**src/rtl/fsc_pkg.sv**
```systemverilog
package fsc_pkg;
  localparam int unsigned KEYS_DEF   = 16;
  localparam int unsigned CODE_W_DEF = 5;
  localparam int unsigned TMR_W_DEF  = 8;
  localparam int unsigned PC_W_DEF   = 12;

  typedef enum int unsigned {
    TMR_DELAY = 0,
    TMR_SOUND = 1,
    TMR_COUNT = 2
  } tmr_sel_e;
endpackage

```
**src/rtl/fsc_keys.sv**
```systemverilog
module fsc_keys #(
  parameter int unsigned NUM_KEYS = 16,
  parameter int unsigned CODE_W   = 5
) (
  input  logic                clk,
  input  logic                rst_n,
  input  logic                press_i,
  input  logic                release_i,
  input  logic [CODE_W-1:0]   code_i,
  input  logic                key_wait_i,
  input  logic                consume_i,
  output logic [NUM_KEYS-1:0] key_down_o,
  output logic                cap_event_o,
  output logic                cap_valid_o,
  output logic [CODE_W-1:0]   cap_code_o
);
  logic                code_ok;
  logic [NUM_KEYS-1:0] down_q;
  logic                cap_valid_q;
  logic [CODE_W-1:0]   cap_code_q;

  assign code_ok     = 32'(code_i) < 32'(NUM_KEYS);
  assign cap_event_o = release_i && code_ok && key_wait_i;

  for (genvar k = 0; k < NUM_KEYS; k++) begin : g_key
    localparam logic [CODE_W-1:0] KCODE = CODE_W'(k);
    logic hit;
    assign hit = code_ok && (code_i == KCODE);
    always_ff @(posedge clk) begin
      if (!rst_n)                down_q[k] <= 1'b0;
      else if (release_i && hit) down_q[k] <= 1'b0;
      else if (press_i && hit)   down_q[k] <= 1'b1;
    end
  end

  always_ff @(posedge clk) begin
    if (!rst_n) begin
      cap_valid_q <= 1'b0;
      cap_code_q  <= '0;
    end else if (cap_event_o) begin
      cap_valid_q <= 1'b1;
      cap_code_q  <= code_i;
    end else if (consume_i) begin
      cap_valid_q <= 1'b0;
    end
  end

  assign key_down_o  = down_q;
  assign cap_valid_o = cap_valid_q;
  assign cap_code_o  = cap_code_q;

  AST_BAD_CODE_IGNORED: assert property (@(posedge clk) disable iff (!rst_n)
    (press_i && !release_i && !code_ok) |=> $stable(down_q));
  AST_CAPTURE_ON_RELEASE: assert property (@(posedge clk) disable iff (!rst_n)
    cap_event_o |=> (cap_valid_q && cap_code_q == $past(code_i)));
endmodule

```
**src/rtl/fsc_timer.sv**
```systemverilog
module fsc_timer #(
  parameter int unsigned W = 8
) (
  input  logic         clk,
  input  logic         rst_n,
  input  logic         tick_i,
  input  logic         load_i,
  input  logic [W-1:0] data_i,
  output logic [W-1:0] val_o
);
  logic [W-1:0] val_q;

  always_ff @(posedge clk) begin
    if (!rst_n)                      val_q <= '0;
    else if (load_i)                 val_q <= data_i;
    else if (tick_i && val_q != '0)  val_q <= val_q - 1'b1;
  end

  assign val_o = val_q;

  AST_TMR_NO_WRAP: assert property (@(posedge clk) disable iff (!rst_n)
    (!load_i && val_q == '0) |=> (val_q == '0));
  AST_TMR_LOAD: assert property (@(posedge clk) disable iff (!rst_n)
    load_i |=> (val_q == $past(data_i)));
endmodule

```
**src/rtl/fsc_gate.sv**
```systemverilog
module fsc_gate (
  input  logic clk,
  input  logic rst_n,
  input  logic pause_req_i,
  input  logic run_req_i,
  input  logic step_i,
  input  logic vblank_i,
  input  logic draw_i,
  input  logic draw_wait_en_i,
  input  logic keywait_req_i,
  input  logic soft_reset_i,
  input  logic cap_event_i,
  input  logic cap_valid_i,
  output logic exec_en_o,
  output logic paused_o,
  output logic key_wait_o,
  output logic replay_o,
  output logic consume_o
);
  logic pause_q, step_q, frame_wait_q, key_wait_q;
  logic exec_en, draw_stall, kw_req;

  assign exec_en    = !key_wait_q && (step_q || (!pause_q && !frame_wait_q));
  assign draw_stall = exec_en && draw_i && draw_wait_en_i;
  assign kw_req     = exec_en && keywait_req_i;
  assign replay_o   = kw_req && !cap_valid_i;
  assign consume_o  = kw_req && cap_valid_i;

  always_ff @(posedge clk) begin
    if (!rst_n) begin
      pause_q      <= 1'b0;
      step_q       <= 1'b0;
      frame_wait_q <= 1'b0;
      key_wait_q   <= 1'b0;
    end else begin
      if (pause_req_i)    pause_q <= 1'b1;
      else if (run_req_i) pause_q <= 1'b0;

      step_q <= !step_q && step_i && pause_q && !run_req_i;

      if (soft_reset_i || step_q) frame_wait_q <= 1'b0;
      else if (draw_stall)        frame_wait_q <= 1'b1;
      else if (vblank_i)          frame_wait_q <= 1'b0;

      if (soft_reset_i || cap_event_i) key_wait_q <= 1'b0;
      else if (replay_o)               key_wait_q <= 1'b1;
    end
  end

  assign exec_en_o  = exec_en;
  assign paused_o   = pause_q;
  assign key_wait_o = key_wait_q;

  AST_FRAME_WAIT_CAUSE: assert property (@(posedge clk) disable iff (!rst_n)
    $rose(frame_wait_q) |-> $past(draw_i && draw_wait_en_i));
  AST_SOFT_RESET_CLEARS: assert property (@(posedge clk) disable iff (!rst_n)
    soft_reset_i |=> (!frame_wait_q && !key_wait_q));
  AST_STEP_ONE_CYCLE: assert property (@(posedge clk) disable iff (!rst_n)
    (step_q && !run_req_i) |=> (!step_q && pause_q && !frame_wait_q));
  AST_KEY_WAIT_SET: assert property (@(posedge clk) disable iff (!rst_n)
    (replay_o && !soft_reset_i) |=> key_wait_q);
  AST_NO_RET_AND_REPLAY: assert property (@(posedge clk) disable iff (!rst_n)
    !(replay_o && consume_o));
endmodule

```
**src/rtl/frame_stall_ctrl.sv**
```systemverilog
module frame_stall_ctrl
  import fsc_pkg::*;
#(
  parameter int unsigned           NUM_KEYS = KEYS_DEF,
  parameter int unsigned           CODE_W   = CODE_W_DEF,
  parameter int unsigned           TMR_W    = TMR_W_DEF,
  parameter int unsigned           PC_W     = PC_W_DEF,
  parameter logic [PC_W_DEF-1:0]   RESET_PC = 12'h200
) (
  input  logic                clk,
  input  logic                rst_n,
  input  logic                vblank_i,
  input  logic                key_press_i,
  input  logic                key_release_i,
  input  logic [CODE_W-1:0]   key_code_i,
  input  logic                draw_i,
  input  logic                draw_wait_en_i,
  input  logic                keywait_req_i,
  input  logic                dly_load_i,
  input  logic                snd_load_i,
  input  logic [TMR_W-1:0]    timer_data_i,
  input  logic                soft_reset_i,
  input  logic                step_i,
  input  logic                pause_req_i,
  input  logic                run_req_i,
  output logic                exec_en_o,
  output logic                replay_o,
  output logic                key_ret_valid_o,
  output logic [CODE_W-1:0]   key_ret_code_o,
  output logic [NUM_KEYS-1:0] key_down_o,
  output logic [TMR_W-1:0]    dly_o,
  output logic [TMR_W-1:0]    snd_o,
  output logic                sound_on_o,
  output logic                pc_force_o,
  output logic [PC_W-1:0]     pc_force_addr_o
);
  localparam int unsigned NT = int'(TMR_COUNT);

  logic              paused, key_wait, cap_event, cap_valid, consume;
  logic              tmr_tick;
  logic [NT-1:0]     tmr_load;
  logic [TMR_W-1:0]  tmr_val [NT];

  fsc_gate u_gate (
    .clk            (clk),
    .rst_n          (rst_n),
    .pause_req_i    (pause_req_i),
    .run_req_i      (run_req_i),
    .step_i         (step_i),
    .vblank_i       (vblank_i),
    .draw_i         (draw_i),
    .draw_wait_en_i (draw_wait_en_i),
    .keywait_req_i  (keywait_req_i),
    .soft_reset_i   (soft_reset_i),
    .cap_event_i    (cap_event),
    .cap_valid_i    (cap_valid),
    .exec_en_o      (exec_en_o),
    .paused_o       (paused),
    .key_wait_o     (key_wait),
    .replay_o       (replay_o),
    .consume_o      (consume)
  );

  fsc_keys #(.NUM_KEYS(NUM_KEYS), .CODE_W(CODE_W)) u_keys (
    .clk         (clk),
    .rst_n       (rst_n),
    .press_i     (key_press_i),
    .release_i   (key_release_i),
    .code_i      (key_code_i),
    .key_wait_i  (key_wait),
    .consume_i   (consume),
    .key_down_o  (key_down_o),
    .cap_event_o (cap_event),
    .cap_valid_o (cap_valid),
    .cap_code_o  (key_ret_code_o)
  );

  assign tmr_tick = vblank_i && !paused;
  assign tmr_load[int'(TMR_DELAY)] = dly_load_i;
  assign tmr_load[int'(TMR_SOUND)] = snd_load_i;

  for (genvar t = 0; t < NT; t++) begin : g_tmr
    fsc_timer #(.W(TMR_W)) u_tmr (
      .clk    (clk),
      .rst_n  (rst_n),
      .tick_i (tmr_tick),
      .load_i (tmr_load[t]),
      .data_i (timer_data_i),
      .val_o  (tmr_val[t])
    );
  end

  assign dly_o           = tmr_val[int'(TMR_DELAY)];
  assign snd_o           = tmr_val[int'(TMR_SOUND)];
  assign sound_on_o      = snd_o != '0;
  assign key_ret_valid_o = consume;
  assign pc_force_o      = soft_reset_i;
  assign pc_force_addr_o = PC_W'(RESET_PC);

  AST_PAUSED_TIMERS_HOLD: assert property (@(posedge clk) disable iff (!rst_n)
    (paused && !dly_load_i && !snd_load_i) |=> ($stable(dly_o) && $stable(snd_o)));
  AST_BLOCKED_WHEN_KEY_WAIT: assert property (@(posedge clk) disable iff (!rst_n)
    key_wait |-> !exec_en_o);
endmodule

```
**config.mk**
```make
export PLATFORM = sky130hd
export DESIGN_NAME = frame_stall_ctrl
export DESIGN_NICKNAME = d
export VERILOG_FILES = /design/src/rtl/fsc_pkg.sv /design/src/rtl/fsc_keys.sv /design/src/rtl/fsc_timer.sv /design/src/rtl/fsc_gate.sv /design/src/rtl/frame_stall_ctrl.sv
export SDC_FILE = /design/constraint.sdc
export NUM_CORES = 1
export LEC_CHECK = 0
export BUFFER_PORTS_ARGS = -buffer_cell sky130_fd_sc_hd__buf_2
export CORE_AREA = 2 2 87 89
export CTS_BUF_LIST = sky130_fd_sc_hd__clkbuf_16
export DETAILED_ROUTE_END_ITERATION = 16
export DIE_AREA = 0 0 89 91
export SYNTH_ARGS = -nofsm -noshare
export SYNTH_HDL_FRONTEND = slang
export SYNTH_SLANG_ARGS = --single-unit
```
**constraint.sdc**
```tcl
create_clock -name clk -period 2.3 [get_ports clk]
set_input_delay 0.115 -clock clk [delete_from_list [all_inputs] [get_ports clk]]
set_output_delay 0.115 -clock clk [all_outputs]
set_load 0.03 [all_outputs]
```
==> results of run 1 <==
[layout make-up]
class | count | area [um^2] | share of cell area
multi-input combinational | 198 | 1131 | 0.4315
sequential | 42 | 840.8 | 0.3208
timing repair buffer | 69 | 347.8 | 0.1327
clock buffer | 5 | 125.1 | 0.04773
tap | 99 | 123.9 | 0.04726
inverter | 13 | 48.80 | 0.01862
clock inverter | 1 | 3.754 | 0.001432
[flip-flops by register name, indices dropped and copies added (netlist names)]
| signal | cells |
|---|---|
| g_tmr.u_tmr.val_o | 16 |
| u_gate.frame_wait_q | 1 |
| u_gate.key_wait_o | 1 |
| u_gate.paused_o | 1 |
| u_gate.step_q | 1 |
| u_keys.cap_code_o | 5 |
| u_keys.cap_valid_o | 1 |
| u_keys.key_down_o | 16 |
[stage by stage]
stage                       util  cell area, um^2  std cells  worst slack, ns  power [W]
after floorplan                -             2148        274           0.5581   0.001095
after detailed placement  0.3492             2492        421           0.6099   0.001192
after CTS                 0.3673             2621        427           0.4400   0.001844
after global routing      0.3673             2621        427           0.3050   0.001920
final                     0.3673             2621        427           0.4595   0.001824
after global placement    0.3492             2492        421           0.6319   0.001189
[power by group]
group          leakage (nW)  internal, W  switching (W)
clock                0.0632     0.000386       0.000263
sequential            0.343     0.000760      0.0000393
combinational         0.773     0.000128       0.000248
[routing by layer]
layer  track usage  share of wire
met5             0              0
met4       0.05224          0.017
met3       0.03545          0.068
met2        0.2363           0.47
met1        0.1791           0.44
[cell families after synthesis]
family	count (synthesis)	synth area share
simple gates	94	0.2288
compound gates	74	0.2009
xor+xnor	7	0.02905
other cells	2	0.003558
mux	8	0.03794
fa+ha+maj	3	0.01778
buf+inv	34	0.08358
flops	42	0.3983
[final timing paths]
path | startpoint | end | slack, ns
setup / recovery | g_tmr[1].u_tmr.val_o[0] | sound_on_o | 0.46
hold / removal | soft_reset_i | u_gate.key_wait_o | 0.03
setup reg to reg | u_gate.paused_o | g_tmr[1].u_tmr.val_o[7] | 0.60
hold reg to reg | u_gate.step_q | u_gate.step_q | 0.45
[cell usage after synthesis (2+ instances only)]
master / instances
nand2_1: 12
or3_1: 3
dfxtp_1: 42
mux2i_1: 8
a21oi_1: 26
nand3_1: 7
inv_1: 13
nor4_1: 2
ha_1: 3
a31oi_1: 6
conb_1: 2
buf_4: 13
clkbuf_1: 7
o211ai_1: 2
nor2_1: 38
nor3_1: 7
nand2b_1: 5
nor2b_1: 6
o21ai_0: 26
a211oi_1: 6
xnor2_1: 6
nand3b_1: 4
==> metrics.cfg, run 1 <==
[outcome]
status = finished clean

[setup_path]
start_kind = flop
path_delay_family = simple AND/OR/NAND/NOR gates
path_buf_inv = 3
crit_slowest_cell = dfxtp_1
crit_top_cell = inv_1
required_ns = 2.18
path_depth = 6
crit_path_end_kind = output pin
crit_arrival_ns = 1.73
cp_cell_sequence = inv_1 > ha_1 > nor4b_2 > and2_1 > inv_1 > buf_2
crit_path_max_incr_delay_ns = 0.35
crit_type = reg2out
path_max_fanout = 5
worstRegToRegCells = 4

[clock_network]
holdBufCountCts = 0
cts_tree = built
root_buffer = clkbuf_16
cts_resized = 0
post_cts_buffers = 0
cts_buffers = 5
clockBufferDepth = 2
clkLatencyLatePin_ns = 0.28
htreeDepth = 2
cts.reportedPaths.clkPinSlew_ns = 0.05
cts.sinks = 42

[synth]
yosys_most_used_dff = dfxtp_1
synth_cell_types = 42
yosys.area.top_type = dfxtp_1
ys_warn_count = 0
yosysSeqAreaShare = 0.3983
synth-edff-count = 0
synth_area_leaders = dfxtp_1 40%, nor2_1 6.8%, a21oi_1 6.2%
post_synth.cell_area_avg_um2 = 7.995
syn_inst = 264
synth_top_area_frac = 0.3983
synthesis.area_um2 = 2111
synth.ff_latch_count = 42
synthArstFlopShare = 0

[routing]
drc_errors = 0
viasPerCell = 4.852
routed_wl_um = 5679
drt_iter0_markers = 73
wl_per_cell_um = 13.30
via_count = 2072
drtAntennaViolNets = 0
dr.pass1.iters = 4

[global_route]
antenna_found_initial = 0
overflow = 0
grt_first_pass_wirelength_um = 9170
grt_max_degree = 33
grt_pass1_vias = 1961
grtUsageTotal = 0.1436

[finish]
final_common_cell = buf_2
syn2layout_area_growth_pct = 24.18
diodes = 0
final_cell_mix = 68 x buf_2, 42 x dfxtp_1, 38 x nor2_1
layout.nets = 359
drive_gt1_frac = 0.2439
fillers = 789

[sta]
hold_viol_final = 0
worst_slew_pin_slew_ns = 0.5561
period_share = 0.8002
rsz0062_at_grt = no
hold_ws_ns = 0.02730
finClkSkew_ns = 0.001756
setup_violations = 0
slew_headroom = 0.6264
tns_ns = 0
fmax_mhz = 543.3
final.min_clock_period_ns = 1.841
slew_viol_final = 0

[floorplan]
die_h_um = 91
core_area_um2 = 7137
ios = 81
die_area_um2 = 8099
start_util = 0.2958
rows = 31
die_x_um = 89

[min_path]
whs_path_depth = 2
hp-class = in2reg

[run]
maxCapViolations = 0

[power_and_ir_drop]
p_leak_nw = 1.180
p_per_area_nw_per_um2 = 696.0
ir_drop_v = 0.0002800

[place]
io_buffers = 68
hpwl_um = 4371
gp_congestion = 0.9467

Power figures use the tool's default switching activity.
==> run 2: changes to the inputs <==
Clock period 2.3 ns to 1.5 ns, I/O delays scaled along.
==> run 2 against run 1 <==
The run now ends with setup timing left. Setup slack got worse by 0.60 ns. Sequential cell count is the same. Count of clock-buffer cells in the layout stayed put. Sequential power rose by 51%. Critical path depth shrank 2. Cell area increased by 15%. Core utilization is 5.5 points higher. Sequential share of layout area is 3.6 points lower. Non-clock buffer count increased by 29. Register-to-register slack lost 0.74 ns. Die area did not move. Combinational power rose by 110%. Highest routed layer unchanged.
==> metrics.cfg, run 2 (synthesis results as in run 1) <==
[setup_path]
crit_path_max_incr_delay_ns = 0.52
crit_arrival_ns = 1.80
cp_cell_sequence = or4b_4 > or4_4 > mux2i_1 > a21oi_1
worstRegToRegCells = 4
required_ns = 1.66
path_max_fanout = 2
crit_path_end_kind = flop
crit_slowest_cell = or4b_4
start_kind = flop
crit_type = reg2reg

[place]
place_area_um2 = 2660
io_buffers = 68
gp_congestion = 0.8917
post-place-ws_ns = -0.1393
hpwl_um = 4412

[power_and_ir_drop]
p_per_area_nw_per_um2 = 1039
p_total_w = 0.003130
p_leak_nw = 1.368
ir_drop_v = 0.0004880

[sta]
rsz0062_at_grt = yes
hold_viol_final = 0
period_share = 1.093
setup_violations = 7
final.setup.worst_slack_ns = -0.1392
final.min_clock_period_ns = 1.639
worst_slew_pin_slew_ns = 0.5154
fmax_mhz = 610.1
tns_ns = -0.5344
slew_viol_final = 0
slew_headroom = 0.6538
finClkSkew_ns = 0.008303

[clock_network]
cts.reportedPaths.clkPinSlew_ns = 0.06
cts_tree = built
root_buffer = clkbuf_16
htreeDepth = 2
cts_buffers = 5
clockBufferDepth = 2
cts.sinks = 42
clkLatencyLatePin_ns = 0.29

[min_path]
hp-class = in2reg
whs_path_depth = 3

[global_route]
grt_max_degree = 33
overflow = 0
grt_pass1_vias = 1936
antenna_found_initial = 0
grt_first_pass_wirelength_um = 9432
grtUsageTotal = 0.1471

[floorplan]
die_x_um = 89
die_h_um = 91
die_area_um2 = 8099
start_util = 0.2958
rows = 31
core_area_um2 = 7137
ios = 81

[finish]
layout.nets = 388
diodes = 0
multi_input_area_um2 = 1231
syn2layout_area_growth_pct = 42.80
drive_gt1_frac = 0.3788
seqCellArea_um2 = 858.3
fillers = 741
final_common_cell = buf_2
fin_util = 0.4223
stdcell_area_um2 = 3014
final_cell_mix = 66 x buf_2, 38 x nor2_1, 36 x dfxtp_1

[routing]
viasPerCell = 4.677
wl_per_cell_um = 13.34
drt_iter0_markers = 116
via_count = 2142
drc_errors = 0
routed_wl_um = 6112
drtAntennaViolNets = 0
dr.pass1.iters = 4

[run]
maxCapViolations = 0

[outcome]
status = finished, violations left
violations = setup timing

run 2: what timing repair did:
item / in CTS / in global routing
setup endpoints to repair: 11 / 15
setup buffers: 6 / 4
hold endpoints to repair: 2 / 0
hold buffers: 1 / 0
pin swaps: 5 / 16
resized for setup: 18 / 15
run 2: critical path, delay by kind of cell, from the launching register on:
family | cells | cell delay [ns]
AND/OR/NAND/NOR | 2 | 0.95
flip-flops | 1 | 0.35
multiplexers | 1 | 0.16
AO/OA/AOI/OAI | 1 | 0.07
run 2: final timing paths:
path	from	endpoint	slack, ns
worst min register to register	u_keys.key_down_o[6]	u_keys.key_down_o[6]	0.47
worst max-delay path	g_tmr[1].u_tmr.val_o[1]	g_tmr[1].u_tmr.val_o[7]	-0.14
worst min-delay path	pause_req_i	u_gate.paused_o	0.01
worst max register to register	g_tmr[1].u_tmr.val_o[1]	g_tmr[1].u_tmr.val_o[7]	-0.14
run 2: power breakdown:
group          switching [W]  internal (W)
registers          0.0000484       0.00117
clock network       0.000495      0.000635
logic               0.000457      0.000329
run 2: per-layer routing:
layer | vias up | share of wire | global-route usage
met4 | 0 | 0.0093 | 0.02612
met5 | - | 0 | 0
met2 | 74 | 0.48 | 0.2388
li1 | 1089 | - | -
met3 | 6 | 0.057 | 0.03091
met1 | 973 | 0.45 | 0.2021
run 2: cell type report:
cell class | instances | area share
clock buffer | 5 | 0.04151
multi-input combinational | 198 | 0.4085
sequential | 42 | 0.2848
clock inverter | 3 | 0.008717
timing repair buffer | 98 | 0.1976
tap | 99 | 0.04110
inverter | 13 | 0.01785
run 2: stage by stage:
| step | hold slack (ns) | cells |
|---|---|---|
| 3_3_place_gp | 0.2743 | 439 |
| 3_5_place_dp | 0.2799 | 439 |
| 4_1_cts | 0.007060 | 454 |
| 5_1_grt | 0.01503 | 458 |
| 6_report | 0.01265 | 458 |
| 2_1_floorplan | 0.1521 | 274 |
==> run 3: changes to the inputs <==
Settings changed: BUFFER_PORTS_ARGS -buffer_cell sky130_fd_sc_hd__buf_2 to not set, DONT_BUFFER_PORTS set to 1.
==> run 3 against run 2 <==
The run ends with hold timing, setup timing left. Combinational power shrank 1%. Core utilization shrank 0.070 points. Largest power group is now clock. Highest routed layer unchanged. Sequential share of layout area about the same. Critical path type is now reg2out.
==> metrics.cfg, run 3 (synthesis results as in run 1) <==
[setup_path]
crit_type = reg2out
required_ns = 1.42
crit_arrival_ns = 1.61
crit_top_cell = buf_6
crit_path_max_incr_delay_ns = 0.34
crit_path_end_kind = output pin
path_max_fanout = 3
worstRegToRegCells = 9
crit_slowest_cell = dfxtp_4
cp_cell_sequence = buf_6 > inv_4 > ha_4 > nor4b_4 > and2_4 > buf_6 > clkinvlp_4
start_kind = flop

[routing]
routed_wl_um = 6392
via_count = 2026
drc_errors = 0
viasPerCell = 4.859
drtAntennaViolNets = 0
dr.pass1.iters = 4
wl_per_cell_um = 15.33
drt_iter0_markers = 122

[global_route]
grt_max_degree = 33
antenna_found_initial = 0
overflow = 0
grtUsageTotal = 0.1516
grt_first_pass_wirelength_um = 9673
grt_pass1_vias = 1984

[sta]
setup_violations = 8
hold_viol_final = 1
finClkSkew_ns = 0.008994
slew_headroom = 0.3356
final.min_clock_period_ns = 1.690
hold_ws_ns = -0.0007092
fmax_mhz = 591.8
worst_slew_pin_slew_ns = 0.9965
slew_viol_final = 0
period_share = 1.126
rsz0062_at_grt = yes
final.setup.worst_slack_ns = -0.1897

[place]
gp_congestion = 0.9129
io_buffers = 0
hpwl_um = 4419
place_area_um2 = 2402

[clock_network]
cts_buffers = 5
cts_tree = built
cts.reportedPaths.clkPinSlew_ns = 0.07
cts.sinks = 42
root_buffer = clkbuf_16
clkLatencyLatePin_ns = 0.28
clockBufferDepth = 2
htreeDepth = 2

[finish]
drive_gt1_frac = 0.2516
syn2layout_area_growth_pct = 42.56
final_cell_mix = 38 x nor2_1, 36 x dfxtp_1, 32 x buf_4
layout.nets = 347
final_common_cell = nor2_1
fillers = 726
stdcell_area_um2 = 3009
diodes = 0

[power_and_ir_drop]
p_total_w = 0.003291
power_frac_seq = 0.372
p_leak_nw = 1.201
combPwrFrac = 0.236
ir_drop_v = 0.0004519
p_per_area_nw_per_um2 = 1094
p_sw_frac = 0.2932
switching_power_w = 0.0009648
p_int_w = 0.002326
clockPowerShare = 0.391

[outcome]
violations = hold timing, setup timing
status = finished, violations left

[floorplan]
start_util = 0.2958
die_area_um2 = 8099
die_x_um = 89
core_area_um2 = 7137
ios = 81
rows = 31
die_h_um = 91

[min_path]
whs_path_depth = 2
hp-class = in2reg

[run]
maxCapViolations = 0

run 3: per-stage QoR:
| step | util | worst slack (ns) | setup TNS, ns | cells |
|---|---|---|---|---|
| floorplan | - | -0.1575 | -0.1575 | 274 |
| global placement | 0.3366 | -0.1278 | -0.3180 | 382 |
| detailed placement | 0.3366 | -0.1508 | -0.4686 | 382 |
| CTS | 0.4050 | -0.1679 | -0.4982 | 414 |
| global route | 0.4216 | -0.2466 | -1.390 | 417 |
| finish | 0.4216 | -0.1897 | -0.9094 | 417 |
run 3: power by group through the flow:
stage | logic [W] | registers (W) | clock network, W
after floorplan | 0.000361 | 0.00133 | 0
after global placement | 0.000587 | 0.00124 | 0
after detailed placement | 0.000590 | 0.00124 | 0
after CTS | 0.000707 | 0.00122 | 0.00132
after global routing | 0.000837 | 0.00123 | 0.00137
final | 0.000778 | 0.00123 | 0.00129
run 3: cell type report:
class / instances / area [um^2] / area share
flip-flops and latches: 42 / 855.8 / 0.2844
inverters: 13 / 55.05 / 0.01830
clock buffers: 7 / 175.2 / 0.05821
well taps: 99 / 123.9 / 0.04116
repair buffers: 57 / 498.0 / 0.1655
multi-input cells: 198 / 1292 / 0.4295
clock inverters: 1 / 8.758 / 0.002911
run 3: critical path: cells and delay by family, from the launching register on:
kind	cells	cell delay, ns
adder cells (fa/ha/maj)	1	0.12
buffers and inverters	4	0.41
flip-flops	1	0.34
AND/OR/NAND/NOR	2	0.46
run 3: final timing paths:
kind / start / endpoint / slack (ns)
setup reg to reg: g_tmr[1].u_tmr.val_o[0] / g_tmr[1].u_tmr.val_o[5] / -0.17
setup / recovery: g_tmr[1].u_tmr.val_o[0] / sound_on_o / -0.19
hold reg to reg: u_keys.cap_valid_o / u_keys.cap_valid_o / 0.47
hold / removal: timer_data_i[2] / g_tmr[1].u_tmr.val_o[2] / -0.0007
run 3: metal layers:
layer / part of all wire / track usage / up-vias
met4: 0.0059 / 0.02612 / 0
met2: 0.49 / 0.2531 / 66
li1: - / - / 1007
met1: 0.42 / 0.1836 / 948
met5: 0 / 0 / -
met3: 0.085 / 0.06273 / 5
run 3: timing repair:
item / 4_1_cts / 5_1_grt
hold buffers: 21 / 0
endpoints found under the hold margin: 40 / 0
setup endpoints to repair: 9 / 31
buffers inserted: 3 / 4
resized for setup: 17 / 19
pin swaps: 10 / 14
